<file path="src/rtl/hmp_pkg.sv">
package hmp_pkg;
  typedef enum logic [1:0] {
    ST_IDLE = 2'd0,
    ST_MEM  = 2'd1,
    ST_FIN  = 2'd2,
    ST_HOLD = 2'd3
  } hmp_state_t;
endpackage

</file>
<file path="src/rtl/hmp_ctrl.sv">
module hmp_ctrl
  import hmp_pkg::*;
(
  input  logic       clk,
  input  logic       rst_n,
  input  logic       sel_i,
  input  logic       rd_i,
  input  logic       wr_i,
  input  logic       is_pm_i,
  input  logic       half_i,
  output hmp_state_t st_o,
  output logic       start_o,
  output logic       fin_o,
  output logic       cyc_rd_o,
  output logic       ack_o,
  output logic       mem_req_o,
  output logic       mem_we_o
);
  hmp_state_t st_q, st_n;
  logic       strobe, rd_now, need_mem;
  logic       cyc_rd_q, cyc_rd_n, ack_q, ack_n;

  assign strobe  = sel_i & (rd_i | wr_i);
  assign rd_now  = rd_i & ~wr_i;
  assign start_o = (st_q == ST_IDLE) & strobe;

  always_comb begin
    st_n = st_q;
    case (st_q)
      ST_IDLE: if (strobe) st_n = ST_MEM;
      ST_MEM:  st_n = ST_FIN;
      ST_FIN:  st_n = ST_HOLD;
      default: if (!strobe) st_n = ST_IDLE;
    endcase
    cyc_rd_n = start_o ? rd_now : cyc_rd_q;
    ack_n    = !((st_n == ST_MEM) || (st_n == ST_FIN));
  end

  always_ff @(posedge clk or negedge rst_n) begin
    if (!rst_n) begin
      st_q     <= ST_IDLE;
      cyc_rd_q <= 1'b0;
      ack_q    <= 1'b1;
    end else begin
      st_q     <= st_n;
      cyc_rd_q <= cyc_rd_n;
      ack_q    <= ack_n;
    end
  end

  // data memory always; program memory on read first half or write second half
  assign need_mem  = ~is_pm_i | (cyc_rd_q ? ~half_i : half_i);
  assign mem_req_o = (st_q == ST_MEM) & need_mem;
  assign mem_we_o  = ~cyc_rd_q;
  assign fin_o     = (st_q == ST_FIN);
  assign cyc_rd_o  = cyc_rd_q;
  assign ack_o     = ack_q;
  assign st_o      = st_q;
endmodule

</file>
<file path="src/rtl/hmp_addr.sv">
module hmp_addr #(
  parameter int DW = 16,
  parameter int AW = DW - 1
) (
  input  logic          clk,
  input  logic          rst_n,
  input  logic          latch_i,
  input  logic [DW-1:0] din_i,
  input  logic          fin_i,
  output logic [AW-1:0] addr_o,
  output logic          is_pm_o,
  output logic          half_o,
  output logic          word_done_o
);
  logic [AW-1:0] addr_q, addr_n;
  logic          pm_q, pm_n, half_q, half_n;

  assign word_done_o = fin_i & (~pm_q | half_q);

  always_comb begin
    addr_n = addr_q;
    pm_n   = pm_q;
    half_n = half_q;
    if (latch_i) begin
      addr_n = din_i[AW-1:0];
      pm_n   = din_i[DW-1];
      half_n = 1'b0;
    end else if (fin_i) begin
      if (pm_q)        half_n = ~half_q;
      if (word_done_o) addr_n = addr_q + AW'(1);
    end
  end

  always_ff @(posedge clk or negedge rst_n) begin
    if (!rst_n) begin
      addr_q <= '0;
      pm_q   <= 1'b0;
      half_q <= 1'b0;
    end else begin
      addr_q <= addr_n;
      pm_q   <= pm_n;
      half_q <= half_n;
    end
  end

  assign addr_o  = addr_q;
  assign is_pm_o = pm_q;
  assign half_o  = half_q;
endmodule

</file>
<file path="src/rtl/hmp_data.sv">
module hmp_data #(
  parameter int DW = 16,
  parameter int PW = 24
) (
  input  logic          clk,
  input  logic          rst_n,
  input  logic          start_i,
  input  logic          hi_cap_i,
  input  logic          fin_i,
  input  logic          cyc_rd_i,
  input  logic          is_pm_i,
  input  logic          half_i,
  input  logic [DW-1:0] din_i,
  input  logic [PW-1:0] mem_rdata_i,
  output logic [DW-1:0] dout_o,
  output logic [PW-1:0] mem_wdata_o
);
  localparam int LW = PW - DW;

  logic [DW-1:0] wbuf_q, wbuf_n, hi_q, hi_n, dout_q, dout_n;
  logic [LW-1:0] lo_q, lo_n;

  always_comb begin
    wbuf_n = start_i  ? din_i : wbuf_q;
    hi_n   = hi_cap_i ? din_i : hi_q;
    dout_n = dout_q;
    lo_n   = lo_q;
    if (fin_i && cyc_rd_i) begin
      if (!is_pm_i) begin
        dout_n = mem_rdata_i[DW-1:0];
      end else if (!half_i) begin
        dout_n = mem_rdata_i[PW-1:LW];
        lo_n   = mem_rdata_i[LW-1:0];
      end else begin
        dout_n = {{(DW-LW){1'b0}}, lo_q};
      end
    end
  end

  always_ff @(posedge clk or negedge rst_n) begin
    if (!rst_n) begin
      wbuf_q <= '0;
      hi_q   <= '0;
      dout_q <= '0;
      lo_q   <= '0;
    end else begin
      wbuf_q <= wbuf_n;
      hi_q   <= hi_n;
      dout_q <= dout_n;
      lo_q   <= lo_n;
    end
  end

  assign mem_wdata_o = is_pm_i ? {hi_q, wbuf_q[LW-1:0]} : {{LW{1'b0}}, wbuf_q};
  assign dout_o      = dout_q;
endmodule

</file>
<file path="src/rtl/host_mem_port.sv">
module host_mem_port
  import hmp_pkg::*;
#(
  parameter int DW = 16,
  parameter int PW = 24,
  parameter int AW = DW - 1
) (
  input  logic          clk,
  input  logic          rst_n,
  input  logic          boot_host_i,
  input  logic          h_sel_i,
  input  logic          h_rd_i,
  input  logic          h_wr_i,
  input  logic          h_ale_i,
  input  logic [DW-1:0] h_din_i,
  output logic [DW-1:0] h_dout_o,
  output logic          h_doe_o,
  output logic          h_ack_o,
  output logic          mem_req_o,
  output logic          mem_we_o,
  output logic          mem_pm_o,
  output logic [AW-1:0] mem_addr_o,
  output logic [PW-1:0] mem_wdata_o,
  input  logic [PW-1:0] mem_rdata_i,
  output logic          core_hold_o
);
  logic [1:0]    rst_q;
  logic          rst_s;
  hmp_state_t    st;
  logic          start, fin, cyc_rd, is_pm, half, word_done, latch, hi_cap;
  logic [AW-1:0] addr;
  logic          booted_q, booted_n;

  // asynchronous assertion, synchronous release
  always_ff @(posedge clk or negedge rst_n) begin
    if (!rst_n) rst_q <= '0;
    else        rst_q <= {rst_q[0], 1'b1};
  end
  assign rst_s = rst_q[1];

  hmp_ctrl u_ctrl (
    .clk(clk), .rst_n(rst_s), .sel_i(h_sel_i), .rd_i(h_rd_i), .wr_i(h_wr_i),
    .is_pm_i(is_pm), .half_i(half), .st_o(st), .start_o(start), .fin_o(fin),
    .cyc_rd_o(cyc_rd), .ack_o(h_ack_o), .mem_req_o(mem_req_o), .mem_we_o(mem_we_o)
  );

  assign latch = h_ale_i & (st == ST_IDLE) & ~start;

  hmp_addr #(.DW(DW), .AW(AW)) u_addr (
    .clk(clk), .rst_n(rst_s), .latch_i(latch), .din_i(h_din_i), .fin_i(fin),
    .addr_o(addr), .is_pm_o(is_pm), .half_o(half), .word_done_o(word_done)
  );

  assign hi_cap = start & ~(h_rd_i & ~h_wr_i) & is_pm & ~half;

  hmp_data #(.DW(DW), .PW(PW)) u_data (
    .clk(clk), .rst_n(rst_s), .start_i(start), .hi_cap_i(hi_cap), .fin_i(fin),
    .cyc_rd_i(cyc_rd), .is_pm_i(is_pm), .half_i(half), .din_i(h_din_i),
    .mem_rdata_i(mem_rdata_i), .dout_o(h_dout_o), .mem_wdata_o(mem_wdata_o)
  );

  always_comb begin
    booted_n = booted_q | (word_done & ~cyc_rd & is_pm & (addr == '0));
  end

  always_ff @(posedge clk or negedge rst_s) begin
    if (!rst_s) booted_q <= 1'b0;
    else        booted_q <= booted_n;
  end

  assign core_hold_o = boot_host_i & ~booted_q;
  assign h_doe_o     = h_sel_i & h_rd_i;
  assign mem_pm_o    = is_pm;
  assign mem_addr_o  = addr;
endmodule

</file>
<file path="config.mk">
export PLATFORM = sky130hd
export DESIGN_NAME = host_mem_port
export DESIGN_NICKNAME = d
export VERILOG_FILES = /design/src/rtl/hmp_pkg.sv /design/src/rtl/hmp_ctrl.sv /design/src/rtl/hmp_addr.sv /design/src/rtl/hmp_data.sv /design/src/rtl/host_mem_port.sv
export SDC_FILE = /design/constraint.sdc
export NUM_CORES = 1
export LEC_CHECK = 0
export ABC_CLOCK_PERIOD_IN_PS = 3500
export CORE_UTILIZATION = 52
export DETAILED_ROUTE_END_ITERATION = 10
export PLACE_DENSITY = 0.94
export SETUP_SLACK_MARGIN = 0.15
export SYNTH_ARGS = -nofsm -noshare
export SYNTH_HDL_FRONTEND = slang
export SYNTH_SLANG_ARGS = --single-unit
</file>
<file path="constraint.sdc">
create_clock -name clk -period 3.5 [get_ports clk]
set_input_delay 0.7 -clock clk [delete_from_list [all_inputs] [get_ports clk]]
set_output_delay 0.7 -clock clk [all_outputs]
set_load 0.1 [all_outputs]
</file>
==> summary.md, run 1 <==
| Metric | Value |
|---|---|
| Post-synthesis area per instance | 10.8 um2 |
| CP Launch Type | flip-flop |
| Library cell used as clock root buffer | sky130_fd_sc_hd__clkbuf_8 |
| Critical path capture point type | output pin |
| Synthesized Nets | 412 |
| CP max stage cell | sky130_fd_sc_hd__clkdlybuf4s50_1 |
| Count of input and output buffers | 107 |
| Layout Nets | 509 |
| Hold path start | rst_q[0]$_DFF_PN0_ |
| Portion of synthesized cell area occupied by the leading cell type | 51.0% |
| Die extent in y | 88.4 um |
| Critical path depth | 1 |
| CTS tree | yes |
| Met3 wire len | 607 um |
| Die width | 88.4 um |
| Post-DR wirelength/cell | 17.5 um |
| Bufs on Longest Clock Path | 2 |
| Sum of negative setup slack | 0 ps |
| Largest net degree at the start of global routing | 79 |
| Max cap viols | 0 |
| Layout cell share with drive strength beyond 1 | 24.9% |
| Highest fanout seen on the critical path | 2 |
| Area growth, synth to finish | 32.0% |
| Worst flop-to-flop path startpoint | u_addr.is_pm_o$_DFFE_PN0P_ |
| Leading register cell type out of synthesis | sky130_fd_sc_hd__dfrtp_1 |
| RSZ-0062 raised after global routing | no |
| Crit path launch | u_data.dout_o[13]$_DFFE_PN0N_ |
| Sequential area share after synthesis | 51.6% |
| Starting utilization of the core area | 53.8% |
| Family with the most delay on the worst path | buffers and inverters |
| Number of standard cells in the layout, taps in and fillers out | 560 |
| Area of the mapped netlist | 3880 um2 |
| Post-detail-place hpwl | 6820 um |
| Setup Viol. Count Final | 0 |
| Worst Max-Slew Pin Slew | 993 ps |
| Critical R2R Capture | u_data.lo_q[2]$_DFFE_PN0P_ |
| Worst max-slew margin expressed relative to the limit | 33.8% |
| Met2 WL post-DR | 5000 um |
| Clock H-tree levels | 3 |
| DRC errors left | 0 |
| Number of primary I/O pins | 108 |
| Category of the critical setup timing path | reg2out |
| Main area contributors after synthesis | sky130_fd_sc_hd__dfrtp_1 51%, sky130_fd_sc_hd__mux2_2 14%, sky130_fd_sc_hd__o21ai_0 4.4%, sky130_fd_sc_hd__nand2_1 4.3%, sky130_fd_sc_hd__mux2i_1 2.1% |
| Overall track demand over capacity in global routing | 26.8% |
| Outcome | complete, no violations |
| Area enclosed by the die boundary | 7810 um2 |
| Detailed Routing Iterations Pass 1 | 6 |
| Number of global-route vias before repair | 3165 |
| Instance count of the mapped netlist | 359 |
| Minimum setup slack in the final design | 901 ps |
| Cells on worst reg2reg path | 5 |
| Minimum clock period after layout | 2600 ps |
| Final std cell area, no fill | 5120 um2 |
| Cell types with the highest counts after synthesis | 79 x sky130_fd_sc_hd__dfrtp_1, 49 x sky130_fd_sc_hd__mux2_2, 44 x sky130_fd_sc_hd__nand2_1 |
| Core box area | 7210 um2 |
| Post-synth EDFFs | 0 |
| Cts bufs inserted | 9 |
| Antenna diodes | 0 |
| Number of sinks handled by clock tree synthesis | 80 |
| Period utilisation layout | 74.2% |
| Placement Rows | 31 |
| Post-Route M1 WL | 3960 um |
| Clock Latency Late Sink | 360 ps |
| Critical path data required time | 2800 ps |
| Post-placement worst setup slack | 941 ps |
| Remaining number of nets flagged by the antenna check after routing | 0 |
| Instance area after placement | 4880 um2 |
| Number of antenna violations at the first check in global routing | 0 |
| Yosys Warn Count | 0 |
| Top layer used by detailed routing | met4 |
| Count of cells resized by post-cts repair | 0 |
| Initial DRC Count | 319 |
| CTS Hold Bufs | 0 |
| CP cell instances | clkdlybuf4s50_1 |
| Worst setup endpoint | h_dout_o[13] |
| Final RePlAce weighted congestion | 0.900 |
| Share of synthesized registers carrying an async set or reset | 100% |
| Cell accounting for the most synthesized area | sky130_fd_sc_hd__dfrtp_1 |
| Setup repair bufs after CTS | 0 |
| Library cell with the highest instance count after synthesis | sky130_fd_sc_hd__dfrtp_1 |
| Netlist cell types | 42 |
| Routed via count | 3182 |
| Total instance count after detailed placement | 544 |
| Final Hold Violating Endpoints | 0 |
| Fmax achieved | 385 MHz |
| Total global routing overflow | 0 |
| Wire length of the first global-routing pass | 15500 um |
| Maximum cell stage delay along the critical path | 1150 ps |
| Max Clock Skew | 13.3 ps |
| Register bit total from synthesis | 80 |
| Clock-pin slew on the worst setup and hold paths | 90 ps |
| Buffering stage count on the worst path with inverters included | 1 |
| Via/cell ratio | 5.68 |
| Aggregate routed wire length | 9790 um |
| Hold Path Class | reg2reg |
| Data arrival, critical path | 1900 ps |
| Final-report max-slew violation count | 0 |
| Setup slack of the worst register-to-register path | 1170 ps |
[per-stage QoR]
stage / hold WS [ps] / util [%]
finish: 357 / 71.0
global route: 371 / 71.0
CTS: 359 / 71.0
detailed placement: 340 / 67.7
global placement: 339 / 67.7
floorplan: 331 / -
[cells by family after synthesis]
group | synth area share [%]
mux | 16.3
flops | 51.6
other cells | 0.0967
buf+inv | 4.65
xor+xnor | 2.03
fa+ha+maj | 1.94
compound gates | 9.48
simple gates | 13.9
[worst min path at each step]
stage / end / slack (ps) / cells past startpoint
after floorplan: rst_q[1]$_DFF_PN0_ / 330 / 0
after global placement: rst_q[1]$_DFF_PN0_ / 340 / 0
after detailed placement: rst_q[1]$_DFF_PN0_ / 340 / 0
after CTS: rst_q[1]$_DFF_PN0_ / 360 / 0
after global routing: rst_q[1]$_DFF_PN0_ / 370 / 0
final: rst_q[1]$_DFF_PN0_ / 360 / 0
[area by class of cell]
cell class,instances,area (um2)
clock inverter,6,97.6
timing repair buffer,112,1020
fill,513,2100
multi-input combinational,243,1700
sequential,80,2010
clock buffer,10,138
tap,99,124
inverter,10,37.5
[layer usage]
metal | track usage, % | vias up
met5 | 0 | -
met4 | 10.9 | 0
met3 | 6.90 | 24
met2 | 44.8 | 133
met1 | 33.3 | 1583
li1 | - | 1442
[cell usage in the layout, fill, tap and decap left out, types with 9 or more instances in the layout]
cell type	netlist	layout
sky130_fd_sc_hd__buf_4	8	42
sky130_fd_sc_hd__inv_1	10	10
sky130_fd_sc_hd__dfrtp_1	79	78
sky130_fd_sc_hd__clkdlybuf4s50_1	0	70
sky130_fd_sc_hd__mux2_2	49	49
sky130_fd_sc_hd__and2_1	12	12
sky130_fd_sc_hd__o21ai_0	34	34
sky130_fd_sc_hd__nand2_1	44	44
sky130_fd_sc_hd__nor2_1	11	11
sky130_fd_sc_hd__clkbuf_8	0	10
sky130_fd_sc_hd__nor2b_1	9	9
[flip-flops by register name (all words and copies together), names as in the netlist, 2 cells and up]
register / flops
u_data.dout_o: 16
u_data.hi_q: 16
u_data.wbuf_q: 16
rst_q: 2
u_data.lo_q: 8
u_ctrl.st_o: 2
u_addr.addr_o: 15
Power of run 1 is left out: the tool's default activity adds up to more than one toggle a clock period on the data nets, which glitch-free logic cannot reach.
==> run 2: changes to the inputs <==
Settings changed: ABC_CLOCK_PERIOD_IN_PS 3500 to 2300, CORE_UTILIZATION 52 to 43, PLACE_DENSITY 0.94 to 0.84.
Clock period 3.5 ns to 2.3 ns, I/O delays scaled along.
==> run 2 against run 1 <==
Effect of this change:
- critical path depth is 2 higher
- critical path type unchanged
- cell area is 6.1% higher
- via count is 3.6% lower
- sequential cell count stayed put
- first-iteration DRC count is 50% lower
- clock-buffer cell count is 1 lower
==> summary.md, run 2 (same netlist as run 1, synthesis figures left out) <==
| Metric | Value |
|---|---|
| Family with the most delay on the worst path | flip-flops |
| Post-detail-place hpwl | 7350 um |
| Via/cell ratio | 5.33 |
| Setup repair bufs after CTS | 0 |
| CTS tree | yes |
| Number of sinks handled by clock tree synthesis | 80 |
| Core box area | 8720 um2 |
| Initial DRC Count | 158 |
| Highest fanout seen on the critical path | 18 |
| Critical path data required time | 1840 ps |
| Final Hold Violating Endpoints | 0 |
| Setup Viol. Count Final | 0 |
| Layout Nets | 515 |
| Bufs on Longest Clock Path | 2 |
| DRC errors left | 0 |
| Detailed Routing Iterations Pass 1 | 4 |
| Post-DR wirelength/cell | 17.2 um |
| Starting utilization of the core area | 44.5% |
| Instance area after placement | 5200 um2 |
| Category of the critical setup timing path | reg2out |
| CP Launch Type | flip-flop |
| Placement Rows | 34 |
| Most common cell after layout, fill and taps aside | sky130_fd_sc_hd__dfrtp_1 |
| Clock-pin slew on the worst setup and hold paths | 80 ps |
| CP cell instances | buf_6 > mux2_2 > buf_12 |
| Final RePlAce weighted congestion | 0.796 |
| Wire length of the first global-routing pass | 16200 um |
| Sum of negative setup slack | 0 ps |
| Routed via count | 3066 |
| Cts bufs inserted | 9 |
| Library cell used as clock root buffer | sky130_fd_sc_hd__clkbuf_8 |
| Top library cells by usage in the layout, fill and taps aside | 65 x sky130_fd_sc_hd__dfrtp_1, 50 x sky130_fd_sc_hd__buf_4, 46 x sky130_fd_sc_hd__mux2_2, 46 x sky130_fd_sc_hd__clkdlybuf4s50_1, 44 x sky130_fd_sc_hd__nand2_1 |
| Max Clock Skew | 12.1 ps |
| Maximum cell stage delay along the critical path | 470 ps |
| Largest net degree at the start of global routing | 45 |
| Count of input and output buffers | 107 |
| Total global routing overflow | 0 |
| Aggregate routed wire length | 9920 um |
| Layout cell share with drive strength beyond 1 | 35.8% |
| Period utilisation layout | 90.1% |
| Buffering stage count on the worst path with inverters included | 2 |
| Overall track demand over capacity in global routing | 21.8% |
| Die extent in y | 97.0 um |
| Critical path capture point type | output pin |
| Antenna diodes | 0 |
| Area enclosed by the die boundary | 9400 um2 |
| Clock H-tree levels | 3 |
| Max cap viols | 0 |
| Worst Max-Slew Pin Slew | 586 ps |
| Final std cell area, no fill | 5430 um2 |
| Final hold slack | 274 ps |
| Number of primary I/O pins | 108 |
| CP max stage cell | sky130_fd_sc_hd__dfrtp_4 |
| Minimum clock period after layout | 2070 ps |
| Fmax achieved | 483 MHz |
| CTS Hold Bufs | 0 |
| Worst max-slew margin expressed relative to the limit | 60.9% |
| Die width | 97.0 um |
| Clock Latency Late Sink | 350 ps |
| Final-report max-slew violation count | 0 |
| Data arrival, critical path | 1610 ps |
| Number of antenna violations at the first check in global routing | 0 |
| Remaining number of nets flagged by the antenna check after routing | 0 |
| Area growth, synth to finish | 40.0% |
| Number of global-route vias before repair | 3194 |
| RSZ-0062 raised after global routing | no |
| Hold Path Class | in2async |
| Outcome | complete, no violations |
-- run 2: cell count changes in the layout (fill, tap and decap cells not counted), sizes merged --
cell           previous run  this run
buf                      42        72
clkbuf                   10         9
clkdlybuf4s50            70        46
clkinv                    1         0
clkinvlp                  0         2
-- run 2: per-stage QoR --
stage / worst slack, ps / cells / util, %
final: 228 / 575 / 62.3
after global routing: 197 / 575 / 62.3
after CTS: 160 / 575 / 62.2
after detailed placement: 281 / 559 / 59.7
after global placement: 374 / 559 / 59.7
after floorplan: 57.8 / 359 / -
-- run 2: final timing paths --
path	endpoint	cells past startpoint	slack, ps	startpoint
setup / recovery	mem_wdata_o[8]	3	230	u_addr.is_pm_o$_DFFE_PN0P_
hold reg to reg	u_data.dout_o[7]$_DFFE_PN0N_	0	340	rst_q[1]$_DFF_PN0_
hold / removal	rst_q[1]$_DFF_PN0_	1	270	rst_n
setup reg to reg	u_addr.addr_o[8]$_DFFE_PN0P_	6	410	u_ctrl.st_o[0]$_DFF_PN0_
min in group clk	rst_q[1]$_DFF_PN0_	0	370	rst_q[0]$_DFF_PN0_
max in group asynchronous	u_ctrl.st_o[0]$_DFF_PN0_	1	1360	rst_q[1]$_DFF_PN0_
-- run 2: per-layer routing --
layer	vias up	GRT usage [%]	part of all wire [%]
met1	1518	27.8	43
met2	85	37.1	51
li1	1447	-	-
met3	16	3.76	4.4
met4	0	8.15	2.1
met5	-	0	0
-- run 2: cell type report --
type / count / area, um2
Sequential cell: 80 / 2030
Multi-Input combinational cell: 243 / 1740
Timing Repair Buffer: 118 / 1270
Tap cell: 108 / 135
Clock buffer: 9 / 124
Clock inverter: 7 / 101
Inverter: 10 / 37.5
Fill cell: 658 / 3290
-- run 2: repair_timing --
action / CTS / global route
setup endpoints to repair: 0 / 5
resized for setup: 0 / 1
endpoints found under the hold margin: 0 / 0
Power of run 2 is left out for the same reason.
==> run 3: changes to the inputs <==
--- a/config.mk
+++ b/config.mk
@@ -10,2 +10,3 @@
 export DETAILED_ROUTE_END_ITERATION = 10
+export GPL_TIMING_DRIVEN = 0
 export PLACE_DENSITY = 0.84
==> constraint.sdc (replaced) <==
create_clock -name clk -period 2.3 [get_ports clk]
set_input_delay 0.23 -clock clk [delete_from_list [all_inputs] [get_ports clk]]
set_output_delay 0.23 -clock clk [all_outputs]
set_load 0.1 [all_outputs]
==> run 3 against run 2 <==
Effect of this change:
- sequential share of layout area up 0.59 points
- critical endpoint is now h_dout_o[3]
- core utilization down 0.98 points
- final cell count up 2.8%
- first-iteration DRC count up 13%
- non-clock buffer count up 16
- global-route usage up 0.58 points
- critical path depth down 2
- maximum frequency down 2.4%
- worst hold slack worse by 240 ps
- sequential cell count unchanged
- critical path type unchanged
- worst setup slack worse by 52 ps
==> summary.md, run 3 (same netlist as run 1, synthesis figures left out) <==
| Metric | Value |
|---|---|
| Cts bufs inserted | 9 |
| DRC errors left | 0 |
| FILL cells | 697 |
| Area growth, synth to finish | 37.8% |
| Buffering stage count on the worst path with inverters included | 1 |
| Hold Path Class | in2async |
| Critical path capture point type | output pin |
| Starting utilization of the core area | 44.5% |
| Number of sinks handled by clock tree synthesis | 80 |
| Area enclosed by the die boundary | 9400 um2 |
| Clock Latency Late Sink | 350 ps |
| Total area of sequential cells | 2030 um2 |
| Die extent in y | 97.0 um |
| Die width | 97.0 um |
| Most common cell after layout, fill and taps aside | sky130_fd_sc_hd__dfrtp_1 |
| CP Launch Type | flip-flop |
| Count of input and output buffers | 107 |
| Number of standard cells in the layout, taps in and fillers out | 591 |
| Worst max-slew margin expressed relative to the limit | 31.6% |
| Clock H-tree levels | 3 |
| Category of the critical setup timing path | reg2out |
| Core box area | 8720 um2 |
| Clock-pin slew on the worst setup and hold paths | 90 ps |
| Bufs on Longest Clock Path | 2 |
| Minimum setup slack in the final design | 176 ps |
| Post-detail-place hpwl | 7570 um |
| Setup repair bufs after CTS | 0 |
| Final Hold Violating Endpoints | 0 |
| Detailed Routing Iterations Pass 1 | 4 |
| Layout cell share with drive strength beyond 1 | 27.3% |
| Highest fanout seen on the critical path | 2 |
| Placement Rows | 34 |
| Outcome | complete, no violations |
| Final RePlAce weighted congestion | 0.842 |
| Critical R2R Capture | u_addr.addr_o[14]$_DFFE_PN0P_ |
| Top library cells by usage in the layout, fill and taps aside | 65 x sky130_fd_sc_hd__dfrtp_1, 62 x sky130_fd_sc_hd__clkdlybuf4s50_1, 49 x sky130_fd_sc_hd__mux2_2 |
| Largest net degree at the start of global routing | 64 |
| Overall track demand over capacity in global routing | 22.4% |
| Library cell used as clock root buffer | sky130_fd_sc_hd__clkbuf_8 |
| Number of antenna violations at the first check in global routing | 0 |
| Maximum cell stage delay along the critical path | 1180 ps |
| Layout Nets | 531 |
| Routed via count | 3183 |
| Minimum clock period after layout | 2120 ps |
| Post-DR wirelength/cell | 17.2 um |
| Aggregate routed wire length | 10200 um |
| Total instance count after detailed placement | 575 |
| Family with the most delay on the worst path | buffers and inverters |
| CP cell instances | clkdlybuf4s50_1 |
| Setup Viol. Count Final | 0 |
| Multi-input gate area in the final layout | 1740 um2 |
| Final-report max-slew violation count | 0 |
| Period utilisation layout | 92.3% |
| Max Clock Skew | 8.58 ps |
| Worst Max-Slew Pin Slew | 1020 ps |
| Max cap viols | 0 |
| Setup slack of the worst register-to-register path | 280 ps |
| Wire length of the first global-routing pass | 16600 um |
| Fmax achieved | 471 MHz |
| Remaining number of nets flagged by the antenna check after routing | 0 |
| Post-placement worst setup slack | -964 ps |
| Critical path depth | 1 |
| CTS tree | yes |
| Antenna diodes | 0 |
| Data arrival, critical path | 1890 ps |
| Number of global-route vias before repair | 3283 |
| Critical path data required time | 2070 ps |
| Worst flop-to-flop path startpoint | u_ctrl.st_o[0]$_DFF_PN0_ |
| Initial DRC Count | 178 |
| Via/cell ratio | 5.39 |
| Cells on worst reg2reg path | 7 |
| CTS Hold Bufs | 0 |
| RSZ-0062 raised after global routing | no |
| Total global routing overflow | 0 |
| Number of primary I/O pins | 108 |
| CP max stage cell | sky130_fd_sc_hd__clkdlybuf4s50_1 |
run 3: changes by cell type in the layout (fill, tap and decap cells not counted), sizes merged:
cell,before,now
clkbuf,9,29
dlygate4sd2,0,25
inv,13,11
clkinv,0,1
clkdlybuf4s50,46,62
dlymetal6s2s,0,3
clkinvlp,2,3
bufinv,2,0
buf,72,26
run 3: layer usage:
layer	up-vias	GRT usage (%)	wire, um
met2	106	37.7	5100
met1	1575	28.7	4280
met3	16	3.90	581
met5	-	0	0
met4	0	8.96	221
li1	1486	-	-
run 3: worst max-delay path by stage:
stage	start	to	slack [ps]
floorplan	u_addr.addr_o[13]$_DFFE_PN0P_	u_addr.addr_o[14]$_DFFE_PN0P_	170
global placement	u_addr.is_pm_o$_DFFE_PN0P_	mem_wdata_o[20]	-930
detailed placement	u_addr.is_pm_o$_DFFE_PN0P_	mem_wdata_o[21]	-960
CTS	u_addr.is_pm_o$_DFFE_PN0P_	mem_wdata_o[21]	120
global route	u_data.dout_o[3]$_DFFE_PN0N_	h_dout_o[3]	150
finish	u_data.dout_o[3]$_DFFE_PN0N_	h_dout_o[3]	180
run 3: final cells by class:
type | instances | share of cell area, %
sequential | 80 | 37.9
multi-input combinational | 243 | 32.5
tap | 108 | 2.53
clock inverter | 5 | 0.749
clock buffer | 11 | 2.64
timing repair buffer | 108 | 19.9
inverter | 10 | 0.702
buffer | 26 | 3.02
run 3: timing repair:
item                                    4_1_cts  5_1_grt
endpoints found under the setup margin       52       47
pin swaps                                     0        0
gates resized for setup                     133       22
run 3: per-stage QoR:
stage | hold WS (ps) | area [um2] | utilization [%] | setup TNS, ps
floorplan | -65.6 | 3930 | - | 0
CTS | 27.1 | 5290 | 60.7 | 0
global placement | 337 | 5140 | 58.9 | -11460
detailed placement | 198 | 5170 | 59.2 | -11820
global route | 35.0 | 5350 | 61.3 | 0
finish | 36.2 | 5350 | 61.3 | 0
Power of run 3 is left out for the same reason.
